### config.mk
export PLATFORM = sky130hd
export DESIGN_NAME = rst_sequencer
export DESIGN_NICKNAME = d
export VERILOG_FILES = /design/src/rtl/rst_seq_pkg.sv /design/src/rtl/rst_tick_gen.sv /design/src/rtl/rst_pin_qual.sv /design/src/rtl/rst_wdt_stretch.sv /design/src/rtl/rst_sequencer.sv
export SDC_FILE = /design/constraint.sdc
export NUM_CORES = 1
export LEC_CHECK = 0
export ABC_AREA = 0
export BUFFER_PORTS_ARGS = -buffer_cell sky130_fd_sc_hd__buf_2
export CAP_MARGIN = 10
export CORE_MARGIN = 2
export CORE_UTILIZATION = 52
export DETAILED_ROUTE_END_ITERATION = 8
export GPL_TIMING_DRIVEN = 0
export PLACE_DENSITY_LB_ADDON = 0.3
export SLEW_MARGIN = 25
export SYNTH_ARGS = -nofsm -noshare
export SYNTH_HDL_FRONTEND = slang
export SYNTH_SLANG_ARGS = --single-unit
export TNS_END_PERCENT = 1
### constraint.sdc
create_clock -name clk -period 3.2 [get_ports clk]
set_input_delay 0.32 -clock clk [delete_from_list [all_inputs] [get_ports clk]]
set_output_delay 0.32 -clock clk [all_outputs]
set_load 0.02 [all_outputs]
### src/rtl/rst_seq_pkg.sv
package rst_seq_pkg;

    localparam int unsigned PIN_MIN_CLKS = 64;
    localparam int unsigned STRETCH_W    = 5;
    localparam int unsigned ADDR_W       = 24;
    localparam logic [ADDR_W-1:0] START_VECTOR = 24'hFF0000;

    typedef enum logic [2:0] {
        ST_IDLE,
        ST_RESET_ACTIVE,
        ST_SYNC,
        ST_CONFIG_FETCH,
        ST_VECTOR
    } seq_state_t;

    typedef struct packed {
        logic pin;
        logic ovf;
        logic cmp;
    } req_raw_t;

    function automatic logic any_raw(input req_raw_t r);
        return r.pin | r.ovf | r.cmp;
    endfunction

endpackage

### src/rtl/rst_tick_gen.sv
module rst_tick_gen (
    input  logic clk,
    input  logic rst,
    output logic tick
);
    always_ff @(posedge clk) begin
        if (rst) tick <= 1'b0;
        else     tick <= ~tick;
    end
endmodule

### src/rtl/rst_pin_qual.sv
module rst_pin_qual #(
    parameter int unsigned MIN_CLKS = 64
) (
    input  logic clk,
    input  logic rst,
    input  logic pin,
    output logic qualified
);
    localparam int unsigned CW = $clog2(MIN_CLKS);
    localparam logic [CW-1:0] LAST = CW'(MIN_CLKS - 1);

    logic [CW-1:0] run_cnt;

    always_ff @(posedge clk) begin
        if (rst || !pin) begin
            run_cnt   <= '0;
            qualified <= 1'b0;
        end else if (run_cnt != LAST) begin
            run_cnt <= run_cnt + 1'b1;
        end else begin
            qualified <= 1'b1;
        end
    end


    pin_qual_chk: assert property (@(posedge clk) disable iff (rst)
        qualified |-> $past(pin));
endmodule

### src/rtl/rst_wdt_stretch.sv
module rst_wdt_stretch #(
    parameter int unsigned CW = 5
) (
    input  logic clk,
    input  logic rst,
    input  logic tick,
    input  logic req,
    output logic active
);
    localparam logic [CW-1:0] FULL = '1;

    logic [CW-1:0] remain;

    always_ff @(posedge clk) begin
        if (rst) begin
            active <= 1'b0;
            remain <= '0;
        end else if (req) begin
            active <= 1'b1;
            remain <= FULL;
        end else if (active && tick) begin
            if (remain == '0) active <= 1'b0;
            else              remain <= remain - 1'b1;
        end
    end


    stretch_load_chk: assert property (@(posedge clk) disable iff (rst)
        req |=> (active && remain == FULL));


    stretch_step_chk: assert property (@(posedge clk) disable iff (rst)
        (active && tick && !req && remain != '0) |=> (active && remain == $past(remain) - 1'b1));
endmodule

### src/rtl/rst_sequencer.sv
module rst_sequencer
    import rst_seq_pkg::*;
(
    input  logic              clk,
    input  logic              rst,
    input  logic              ext_rst_pin,
    input  logic              wdt_ovf,
    input  logic              wdt_cmp,
    input  logic              supply_ok,
    input  logic              pof_wr_en,
    input  logic              pof_wr_data,
    input  logic              fetch_ack,
    output logic              port_force,
    output logic              core_rst,
    output logic              sfr_load,
    output logic              fetch_req,
    output logic              start_valid,
    output logic [ADDR_W-1:0] start_addr,
    output logic              pof
);
    req_raw_t   raw;
    logic       tick, pin_ok, wdt_active, merged;
    seq_state_t state, state_n;
    logic       supply_q;

    assign raw = '{pin: ext_rst_pin, ovf: wdt_ovf, cmp: wdt_cmp};

    rst_tick_gen u_tick (.clk(clk), .rst(rst), .tick(tick));

    rst_pin_qual #(.MIN_CLKS(PIN_MIN_CLKS)) u_pin (
        .clk(clk), .rst(rst), .pin(raw.pin), .qualified(pin_ok)
    );

    rst_wdt_stretch #(.CW(STRETCH_W)) u_wdt (
        .clk(clk), .rst(rst), .tick(tick), .req(raw.ovf | raw.cmp), .active(wdt_active)
    );

    assign merged     = pin_ok | wdt_active;
    assign port_force = any_raw(raw) | merged | core_rst;

    always_comb begin
        state_n = state;
        if (tick && merged) begin
            state_n = ST_RESET_ACTIVE;
        end else begin
            unique case (state)
                ST_IDLE:         state_n = ST_IDLE;
                ST_RESET_ACTIVE: if (tick) state_n = ST_SYNC;
                ST_SYNC:         state_n = ST_CONFIG_FETCH;
                ST_CONFIG_FETCH: if (fetch_ack) state_n = ST_VECTOR;
                ST_VECTOR:       state_n = ST_IDLE;
                default:         state_n = ST_IDLE;
            endcase
        end
    end

    always_ff @(posedge clk) begin
        if (rst) begin
            state    <= ST_IDLE;
            sfr_load <= 1'b0;
        end else begin
            state    <= state_n;
            sfr_load <= (state_n == ST_RESET_ACTIVE) && (state != ST_RESET_ACTIVE);
        end
    end

    assign core_rst    = (state == ST_RESET_ACTIVE);
    assign fetch_req   = (state == ST_CONFIG_FETCH);
    assign start_valid = (state == ST_VECTOR);
    assign start_addr  = START_VECTOR;

    always_ff @(posedge clk) begin
        if (rst) begin
            pof      <= 1'b0;
            supply_q <= supply_ok;
        end else begin
            supply_q <= supply_ok;
            if (supply_ok && !supply_q) pof <= 1'b1;
            else if (pof_wr_en)         pof <= pof_wr_data;
        end
    end


    core_rst_cadence_chk: assert property (@(posedge clk) disable iff (rst)
        ($rose(core_rst) || $fell(core_rst)) |-> $past(tick));


    sfr_load_in_reset_chk: assert property (@(posedge clk) disable iff (rst)
        sfr_load |-> (core_rst && !$past(core_rst)));


    sfr_load_single_chk: assert property (@(posedge clk) disable iff (rst)
        sfr_load |=> !sfr_load);


    vector_after_ack_chk: assert property (@(posedge clk) disable iff (rst)
        start_valid |-> $past(fetch_ack));


    pof_cold_set_chk: assert property (@(posedge clk) disable iff (rst)
        $rose(supply_ok) |=> pof);


    port_force_chk: assert property (@(posedge clk) disable iff (rst)
        core_rst |-> port_force);
endmodule

# After elaboration in Yosys (flattened, before gate mapping)
# Cells that the tools add are included.
[word_totals]
regBits = 20
latch_bits = 0
ram_bits = 0
romBits = 0
inputBits = 9
out_inout_bits = 30
n_memories = 0
[op_classes]
addsub = 2
n_mul = 0
div = 0
order_cmp = 0
n_eq_ne = 8
shift = 0
mux = 12
bitwise = 7
n_reduce_logical = 13
[ops]
columns = ["cell", "n"]
rows = [
  ["two-way mux 5 bit", 3],
  ["two-way mux 3 bit", 3],
  ["case mux 3 bit (3 select lines)", 1],
  ["adder 6 x 1 -> 6 bit (second input constant)", 1],
  ["equality test 3 x 1 -> 1 bit (second input constant)", 2],
  ["equality test 3 x 2 -> 1 bit (second input constant)", 2],
  ["!= test 6 bit (second input constant)", 1],
  ["OR 1 bit", 6],
  ["nonzero test 2 bit", 3],
  ["zero test 5 bit", 1],
  ["two-way mux 1 bit", 5],
  ["subtractor 5 x 1 -> 5 bit (second input constant)", 1],
  ["logical AND 1 bit", 4],
  ["AND reduction 2 bit", 2],
  ["equality test 3 bit (second input constant)", 1],
  ["!= test 3 x 1 -> 1 bit (second input constant)", 1],
  ["zero test 1 bit", 2],
  ["!= test 2 x 1 -> 1 bit (second input constant)", 1],
  ["logical OR 1 bit", 1],
  ["inverter 1 bit", 1],
]

# Longest topological paths before layout
# Gate-level depths: netlist (run 1).
[logic_depth]
word_depth = 5
depth_mapped = 6

# Hierarchy
# From an unflattened synthesis (run 1), not the netlist that was laid out.
[unflattened]
hier_cells = 121
area_unflattened_um2 = 1061.0
[modules_own_cells]
columns = ["module", "n_inst", "cells_per_inst", "area_per_inst_um2"]
rows = [
  ["rst_sequencer", 1, 52, 440.4],
  ["rst_pin_qual", 1, 36, 316.6],
  ["rst_wdt_stretch", 1, 31, 280.3],
  ["rst_tick_gen", 1, 2, 23.8],
]

# Worst setup path after synthesis (run 1)
# OpenSTA, ideal clock, no wires.
[synth_timing]
kind = "register -> output"
startpoint = "reg state[1]"
endpoint = "out port_force"
arrival_time_ns = 1.376
required_time_ns = 2.880
slack_ns = 1.504
stages_incl_launch_ff = 4
n_path_buf = 1
path_cell_list = "dfxtp_1 -> clkbuf_1 -> nor3b_1 -> nand3b_1"
[synth_via]
elab_chain_len = 2
[synth_lines]
columns = ["element", "line_no", "text"]
rows = [
  ["start: declaration", "rst_sequencer.sv:23", "seq_state_t state, state_n;"],
  ["start signal: assignment", "rst_sequencer.sv:62", "state <= state_n;"],
  ["equality test 3 x 1 -> 1 bit", "rst_sequencer.sv:67", "assign core_rst = (state == ST_RESET_ACTIVE);"],
  ["net core_rst", "rst_sequencer.sv:14", "output logic core_rst,"],
  ["OR 1 bit", "rst_sequencer.sv:39", "assign port_force = any_raw(raw) | merged | core_rst;"],
  ["end: declaration", "rst_sequencer.sv:13", "output logic port_force,"],
]
# The timed path passes the listed nets, and every way through them passes these cells.

# Worst setup path in the final report (run 1)
[layout_timing]
startpoint = "reg u_wdt.remain[0]"
endpoint = "reg u_wdt.remain[1]"
[layout_via]
elab_chain_len = 4
elab_cells_between_ends = 7
classes_between = "add/sub: 1; eq/ne: 1; mux: 3; reduce/logical: 2"
[layout_lines]
columns = ["element", "line_no", "text"]
rows = [
  ["start: declaration", "rst_wdt_stretch.sv:12", "logic [CW-1:0] remain;"],
  ["start signal: assignment", "rst_wdt_stretch.sv:23", "else remain <= remain - 1'b1;"],
  ["subtractor 5 x 1 -> 5 bit", "rst_wdt_stretch.sv:23", ""],
  ["two-way mux 5 bit", "rst_wdt_stretch.sv:22", "if (remain == '0) active <= 1'b0;"],
  ["two-way mux 5 bit", "rst_wdt_stretch.sv:21", "end else if (active && tick) begin"],
  ["two-way mux 5 bit", "rst_wdt_stretch.sv:18", "end else if (req) begin"],
]
# Parallel ways exist; a longest one is shown, timed or not. The select of a mux whose other input is x is not followed.
# A chain may end at the register's enable or synchronous reset.

==> reports/results.ini, run 1 <==
[run_status]
status = finished clean

[sta]
slew_viol_final = 0
rsz0062_at_grt = no
fin_skew_ps = 6.51
setup_viol = 0
setup_tns_ps = 0
layout_setup_ws_ps = 1420
min_period_over_period = 0.556
hold_viol_final = 0
fin_crit_ps = 1780
clock.fmax_mhz = 562

[route]
wl_per_cell_um = 10.5
wl_mm = 2.08
route.detailed.drc = 0
topRoutingLayerUsed = met3
drtAntennaViolNets = 0
vias = 935
wl_met3_um = 94
m1WireLength_um = 874
viasPerCell = 4.72
dr.pass1.iters = 4
drt_first_iter_violations = 19
wl_met2_mm = 1.11

[critical_path]
reg2reg_depth = 6
crit_chain = inv_1, ha_1, or4b_1, buf_2, a2111oi_0, nor3_1
crit_fanout = 7
cp_data_arrival_time_ps = 1960
startpoint_type = flop
max_stage_delay_ps = 420
path_class = flop to flop
critPathSlowestCell = or4b_1
endpoint_kind = flop
required_ps = 3380

[clock_tree]
cts_setup_buffers = 0
cts_buffers = 3
clkSlewWorstSetupHoldPaths_ps = 110
clkSinkCount = 20
holdBufCountCts = 0
clock_latency_ps = 310
clock-root-buffer = clkbuf_4
htree_levels = 1
clk_path_buf_depth = 2
tritoncts = done
ctsResizeCount = 0

[synth]
syn_inst = 131
netlist-cell-type-count = 35
async_flop_share = 0
ys_ff_latch = 20
yosys-top-cells-area = dfxtp_1 36%, buf_4 16%, nor3_1 3.6%
synth.top_cell.area_share = 0.362
synth_top_area_cell = dfxtp_1
synth-edff-count = 0
postSynthAreaPerCell_um2 = 8.43
syn_area_um2 = 1100
synth_ff_type = dfxtp_1
yosysWarnings = 0
synth.most_common_cell = buf_4
synth_common_cells = 24 x buf_4, 20 x dfxtp_1, 8 x nand2_1, 8 x nor2_1, 8 x nor3_1
ys_seq_area_frac = 0.362

[placement]
place_ws_ps = 1440
io_buffers = 14
place.gp.congestion = 0.844
hpwlAfterDp_mm = 1.60

[floorplan]
io-pin-count = 39
rows = 16
start_util = 0.557
die_h_um = 50.1
fp.dieW_um = 50.1
dieArea_um2 = 2510
fp.coreArea_um2 = 1980

[cells_and_area]
drive_gt1_frac = 0.275
areaGrowthSynthToFinish_pct = 21.6
antenna_cells = 0
nNetsFinal = 184

[global_route]
grt_pass1_vias = 825
grt_max_degree = 13
grt_pass1_wl_mm = 3.41
antenna_found_initial = 0
grt_usage = 0.179
gr-total-overflow = 0

[min_path]
hold_class = primary input to flop
whs_path_depth = 1

[pwr]
switching_share = 0.257
pwr-share-seq = 0.470
pwr-share-clk = 0.359
leakagePower_nw = 0.606
cellPowerDensity_nw_per_um2 = 430
internal-power_uw = 429
combPwrFrac = 0.170
vdd_drop_max_v = 0.000418
p_sw_uw = 148

[flow_run]
max_cap_viol_count = 0

-- sequential cells by signal, summed over array words and instances, names as in the netlist --
register and flops:
u_tick.tick 1, supply_q 1, state 3, u_wdt.remain 5
u_pin.qualified 1, u_pin.run_cnt 6, u_wdt.active 1, sfr_load 1
pof 1
-- power by group through the flow --
stage | Sequential, mW | Combinational, mW | Clock (mW)
5_1_grt | 0.273 | 0.108 | 0.224
4_1_cts | 0.271 | 0.0966 | 0.215
6_report | 0.272 | 0.0983 | 0.208
2_1_floorplan | 0.276 | 0.0789 | 0
3_5_place_dp | 0.277 | 0.0962 | 0
3_3_place_gp | 0.276 | 0.0948 | 0
-- stage by stage --
stage               hold WS, ps   util  instances  cell area (um2)  power (mW)
finish                      128  0.678        198             1340       0.577
detailed placement          445  0.652        194             1290       0.373
floorplan                   348      -        153             1190       0.355
CTS                         117  0.678        198             1340       0.583
global route                112  0.678        198             1340       0.604
global placement            440  0.652        194             1290       0.370
-- worst max-delay path, delay by kind of cell (launching register included) --
family / cells / cell delay [ps]
AO/OA/AOI/OAI: 1 / 380
adder cells (fa/ha/maj): 1 / 150
buffers and inverters: 2 / 260
flip-flops: 1 / 360
AND/OR/NAND/NOR: 2 / 520
-- path summary, 6_finish.rpt --
kind	start	to	slack, ps
worst max register to register	u_wdt.remain[0]	u_wdt.remain[1]	1420
worst min register to register	supply_q	pof	500
worst min-delay path	supply_ok	supply_q	130
worst max-delay path	u_wdt.remain[0]	u_wdt.remain[1]	1420
-- cell type report --
| class | instances | area (um2) |
|---|---|---|
| well taps | 27 | 33.8 |
| flip-flops and latches | 20 | 400 |
| inverters | 3 | 11.3 |
| plain buffers | 29 | 200 |
| multi-input cells | 101 | 576 |
| repair buffers | 14 | 70.1 |
| fillers | 160 | 638 |
| clock buffers | 3 | 22.5 |
| clock inverters | 1 | 30.0 |
-- cells in the final DEF, fill, tap and decap left out, types with 3 or more instances in the layout --
master / n
clkbuf_1: 4
o21ai_0: 3
nand3b_1: 3
nand3_1: 5
inv_1: 3
conb_1: 24
dfxtp_1: 20
a21oi_1: 7
a31oi_1: 4
ha_1: 3
and2_1: 3
buf_4: 24
nand2_1: 8
nor2_1: 8
buf_2: 15
clkbuf_4: 3
nor3_1: 8
-- cell families (layout without fill, tap and decap cells) --
family / after synthesis / in the layout / synth area share
xor gates and xnor gates: 1 / 1 / 0.00793
and+or+nand+nor: 48 / 48 / 0.247
buffers and inverters: 32 / 50 / 0.191
adders and majority gates: 3 / 3 / 0.0340
other: 2 / 24 / 0.00680
muxes: 1 / 1 / 0.00906
AOI/OAI and AO/OA: 24 / 24 / 0.142
DFF: 20 / 20 / 0.362
-- layer usage --
metal,vias up,global-route usage
li1,496,-
met1,421,0.184
met2,18,0.327
met3,0,0.0667
met4,0,0.0602
met5,-,0
No activity file was read; power rests on OpenSTA's default activity.
==> inputs of run 2 (changes only) <==
--- a/config.mk
+++ b/config.mk
@@ -9,7 +9,7 @@
 export BUFFER_PORTS_ARGS = -buffer_cell sky130_fd_sc_hd__buf_2
 export CAP_MARGIN = 10
 export CORE_MARGIN = 2
-export CORE_UTILIZATION = 52
+export CORE_UTILIZATION = 44
 export DETAILED_ROUTE_END_ITERATION = 8
 export GPL_TIMING_DRIVEN = 0
 export PLACE_DENSITY_LB_ADDON = 0.3
==> constraint.sdc (replaced) <==
create_clock -name clk -period 1.6 [get_ports clk]
set_input_delay 0.16 -clock clk [delete_from_list [all_inputs] [get_ports clk]]
set_output_delay 0.16 -clock clk [all_outputs]
set_load 0.02 [all_outputs]
==> run 2 against run 1 <==
Compared with the run above:
- die area rose by 17%
- hold slack got worse by 41 ps
- non-clock buffer count rose by 3
- sequential power rose by 100%
- clock skew fell by 1.6 ps
- final cell count rose by 3.0%
- power rose by 100%
- sequential cell count did not move
- sequential share of layout area fell by 1.8 points
- largest cell class unchanged
==> reports/results.ini, run 2 (synthesized netlist as in run 1, its figures left out) <==
[cells_and_area]
seqCellArea_um2 = 405
drive_gt1_frac = 0.351
final_cell_area_um2 = 1450
fin_cells = 204
top_regs = u_pin.run_cnt: 6 flops, u_wdt.remain: 5 flops, state: 3 flops
nNetsFinal = 187
mostFrequentLayoutCells = 27 x buf_4, 24 x conb_1, 18 x dfxtp_1
largest_reg_flops = 6
antenna_cells = 0
largest_register = u_pin.run_cnt
n_fill_cell = 223
layout_commonest_cell = buf_4
multiInputGateArea_um2 = 642
areaGrowthSynthToFinish_pct = 31.3

[critical_path]
path_class = flop to flop
r2r_slack_ps = 6
r2r_end = u_wdt.remain[4]
endpoint_kind = flop
reg2reg_depth = 5
worstReg2RegStart = u_wdt.remain[0]
required_ps = 1830
crit_fanout = 3
cp_data_arrival_time_ps = 1820
startpoint_type = flop

[placement]
placed_cells = 197
hpwlAfterDp_mm = 1.57
place.gp.congestion = 0.830
io_buffers = 14
dpl-instance-area_um2 = 1300

[global_route]
antenna_found_initial = 0
grt_max_degree = 13
grt_pass1_vias = 757
grt_usage = 0.153
gr-total-overflow = 0
grt_pass1_wl_mm = 3.26

[sta]
fin_skew_ps = 4.91
setup_tns_ps = 0
hold_viol_final = 0
timing.hold.ws_ps = 86.9
min_period_over_period = 0.996
setup_viol = 0
clock.fmax_mhz = 627
fin_crit_ps = 1590
slew_viol_final = 0
rsz0062_at_grt = yes

[clock_tree]
clock_latency_ps = 290
tritoncts = done
cts_buffers = 3
clkSinkCount = 20
clk_path_buf_depth = 2
htree_levels = 1
clkSlewWorstSetupHoldPaths_ps = 120
clock-root-buffer = clkbuf_4

[min_path]
hold-path-endpoint = state[2]
min_from = fetch_ack
whs_path_depth = 3
hold_class = primary input to flop

[route]
drt_first_iter_violations = 4
dr.pass1.iters = 4
viasPerCell = 4.72
vias = 962
route.detailed.drc = 0
wl_mm = 2.14
drtAntennaViolNets = 0
wl_per_cell_um = 10.5

[pwr]
vdd_drop_max_v = 0.000609
leakagePower_nw = 0.634
power.total_mw = 1.17
cellPowerDensity_nw_per_um2 = 810

[flow_run]
max_cap_viol_count = 0

[floorplan]
fp.dieW_um = 54.1
fp.coreArea_um2 = 2430
dieArea_um2 = 2930
rows = 18
start_util = 0.454
io-pin-count = 39
die_h_um = 54.1

[run_status]
status = finished clean

## run 2: changes by cell type in the layout (fill, tap and decap cells not counted), moves of 2 or more
cell       previous run  this run
dfxtp_1              20        18
inv_1                 3         1
a2111oi_0             2         0
buf_4                24        27
a2111oi_4             0         2
ha_1                  3         1
## run 2: worst max-delay path by stage
stage | startpoint | end | depth (start not counted)
finish | u_wdt.remain[0] | u_wdt.remain[4] | 5
global route | u_wdt.remain[0] | u_wdt.remain[4] | 5
CTS | u_wdt.remain[0] | u_wdt.remain[1] | 6
detailed placement | u_wdt.remain[0] | u_wdt.remain[0] | 6
global placement | u_wdt.remain[0] | u_wdt.remain[0] | 6
floorplan | u_wdt.remain[0] | u_wdt.remain[0] | 6
## run 2: power breakdown
| group | switching, mW | leakage (nW) | total (mW) | internal (mW) |
|---|---|---|---|---|
| logic | 0.125 | 0.440 | 0.224 | 0.0987 |
| registers | 0.0224 | 0.165 | 0.544 | 0.521 |
| clock network | 0.153 | 0.0279 | 0.406 | 0.253 |
## run 2: repair_timing
| item | in CTS | in global routing |
|---|---|---|
| endpoints found under the setup margin | 3 | 5 |
| pin swaps | 2 | 2 |
| gates resized for setup | 15 | 5 |
| hold buffers | 1 | 0 |
| endpoints found under the hold margin | 1 | 0 |
| setup buffers | 2 | 1 |
## run 2: stage by stage
step / util / worst slack (ps)
3_3_place_gp: 0.533 / -113
4_1_cts: 0.592 / -35.4
6_report: 0.596 / 6.35
5_1_grt: 0.596 / -77.0
3_5_place_dp: 0.533 / -179
2_1_floorplan: - / -5.46
## run 2: layer usage
metal,wire length (um),vias up,GRT usage
li1,-,501,-
met2,1150,14,0.272
met3,65,2,0.0250
met4,10,0,0.0625
met1,914,445,0.179
met5,0,-,0
## run 2: area by class of cell
class | count | area share
buffer | 28 | 0.135
clock buffer | 3 | 0.0155
clock inverter | 1 | 0.0207
inverter | 3 | 0.00949
multi-input combinational | 101 | 0.443
sequential | 20 | 0.280
tap | 30 | 0.0259
timing repair buffer | 18 | 0.0708
## run 2: worst max-delay path: stages, from the launching register on
cell and delay, ps:
dfxtp_4 370, inv_4 60, ha_2 180, nand3_2 100
or4b_2 640, a31oi_1 170
==> inputs of run 3 (changes only) <==
--- a/config.mk
+++ b/config.mk
@@ -9,7 +9,7 @@
 export BUFFER_PORTS_ARGS = -buffer_cell sky130_fd_sc_hd__buf_2
 export CAP_MARGIN = 10
 export CORE_MARGIN = 2
-export CORE_UTILIZATION = 44
+export CORE_UTILIZATION = 30
 export DETAILED_ROUTE_END_ITERATION = 8
 export GPL_TIMING_DRIVEN = 0
 export PLACE_DENSITY_LB_ADDON = 0.3
==> run 3 against run 2 <==
Compared with the run above:
- the run now ends with negative setup slack left
- sequential share of layout area is 0.48 points lower
- sequential power about the same
- cell area increased by 1.1%
- core utilization fell by 19 points
- combinational power about the same
- critical endpoint is now u_wdt.remain[0]
==> reports/results.ini, run 3 (synthesized netlist as in run 1, its figures left out) <==
[cells_and_area]
final_cell_area_um2 = 1470
mostFrequentLayoutCells = 27 x buf_4, 24 x conb_1, 18 x dfxtp_1
layout_commonest_cell = buf_4
nNetsFinal = 186
areaGrowthSynthToFinish_pct = 32.7
top_regs = u_pin.run_cnt: 6 flops, u_wdt.remain: 5 flops, state: 3 flops
fin_cells = 221
drive_gt1_frac = 0.353
antenna_cells = 0
largest_reg_flops = 6
largest_register = u_pin.run_cnt

[clock_tree]
clkSlewWorstSetupHoldPaths_ps = 70
clkSinkCount = 20
tritoncts = done
holdBufCountCts = 0
htree_levels = 1
clk_path_buf_depth = 2
cts_buffers = 3
clock_latency_ps = 260
clock-root-buffer = clkbuf_8

[sta]
max-slew-margin-rel = 0.636
slew_viol_final = 0
worst_slew_pin_slew_ps = 545
hold_viol_final = 0
fin_skew_ps = 5.76
min_period_over_period = 1.02
rsz0062_at_grt = yes
fin_crit_ps = 1620
setup_viol = 1
clock.fmax_mhz = 616
layout_setup_ws_ps = -24.2
setup_tns_ps = -24.2

[global_route]
grt_usage = 0.108
grt_max_degree = 12
gr-total-overflow = 0
antenna_found_initial = 0
grt_pass1_wl_mm = 3.62
grt_pass1_vias = 802

[route]
wl_per_cell_um = 10.3
vias = 1000
drt_first_iter_violations = 40
viasPerCell = 4.52
dr.pass1.iters = 4
drtAntennaViolNets = 0
wl_mm = 2.29
route.detailed.drc = 0

[min_path]
hold-path-endpoint = supply_q
hold_class = primary input to flop
min_from = supply_ok
whs_path_depth = 1

[critical_path]
endpoint_kind = flop
crit_fanout = 6
required_ps = 1720
r2r_slack_ps = -20
cp_data_arrival_time_ps = 1750
reg2reg_depth = 5
r2r_end = u_wdt.remain[0]
path_class = flop to flop
startpoint_type = flop
worstReg2RegStart = u_wdt.remain[0]

[floorplan]
die_h_um = 64.7
dieArea_um2 = 4180
fp.dieW_um = 64.7
fp.coreArea_um2 = 3610
start_util = 0.306
rows = 22
io-pin-count = 39

[placement]
place.gp.congestion = 0.761
placed_cells = 215
io_buffers = 14
dpl-instance-area_um2 = 1320
hpwlAfterDp_mm = 1.66

[run_status]
status = finished, violations left
violations = negative setup slack

[flow_run]
max_cap_viol_count = 0

[pwr]
cellPowerDensity_nw_per_um2 = 786
vdd_drop_max_v = 0.000400
leakagePower_nw = 0.629

run 3: changes by cell type in the layout (fill, tap and decap cells not counted), moves of 2 or more:
cell and delta:
nor3_2 +2, clkbuf_4 -3, nor3_1 -2, clkbuf_8 +4
run 3: layout make-up:
class                      instances  area [um2]
inverter                           3        11.3
sequential                        20         403
multi-input combinational        101         649
fill                             394        2140
timing repair buffer              17        92.6
buffer                            28         195
tap                               48        60.1
clock buffer                       4        55.1
run 3: worst max-delay path: stages, from the launching register on:
cell and delay [ps]:
dfxtp_2 330, inv_2 70, ha_4 130, or4b_4 520, a2111oi_4 380, nor3_2 70
run 3: power by group:
part / leakage [nW] / internal [mW] / switching, mW
logic: 0.435 / 0.0980 / 0.129
registers: 0.165 / 0.522 / 0.0219
clock network: 0.0288 / 0.219 / 0.164
run 3: what timing repair did:
action | in CTS | in global routing
gates resized for setup | 11 | 6
pin swaps | 2 | 3
buffers inserted | 3 | 0
endpoints found under the setup margin | 4 | 6
run 3: how the worst max path moves through the flow:
stage / start / to / slack, ps
after floorplan: u_wdt.remain[0] / u_wdt.remain[0] / -5
after global placement: u_wdt.remain[0] / u_wdt.remain[0] / -110
after detailed placement: u_wdt.remain[0] / u_wdt.remain[1] / -140
after CTS: u_wdt.remain[0] / u_wdt.remain[1] / -40
after global routing: u_wdt.remain[0] / u_wdt.remain[0] / -110
final: u_wdt.remain[0] / u_wdt.remain[0] / -20
run 3: layer usage:
layer,up-vias,GRT usage,share of wire,routed length (um)
li1,499,-,-,-
met1,462,0.130,0.44,1000
met2,35,0.185,0.48,1110
met3,4,0.0382,0.064,146
met4,0,0.0266,0.013,30
met5,-,0,0,0
run 3: per-stage QoR:
step | setup slack (ps) | utilization | power (mW) | hold slack (ps)
after detailed placement | -141 | 0.366 | 0.749 | 284
final | -24.2 | 0.407 | 1.15 | 22.8
after global placement | -107 | 0.366 | 0.745 | 280
after global routing | -111 | 0.407 | 1.22 | 17.2
after floorplan | -5.46 | - | 0.711 | 188
after CTS | -41.1 | 0.404 | 1.16 | 12.0
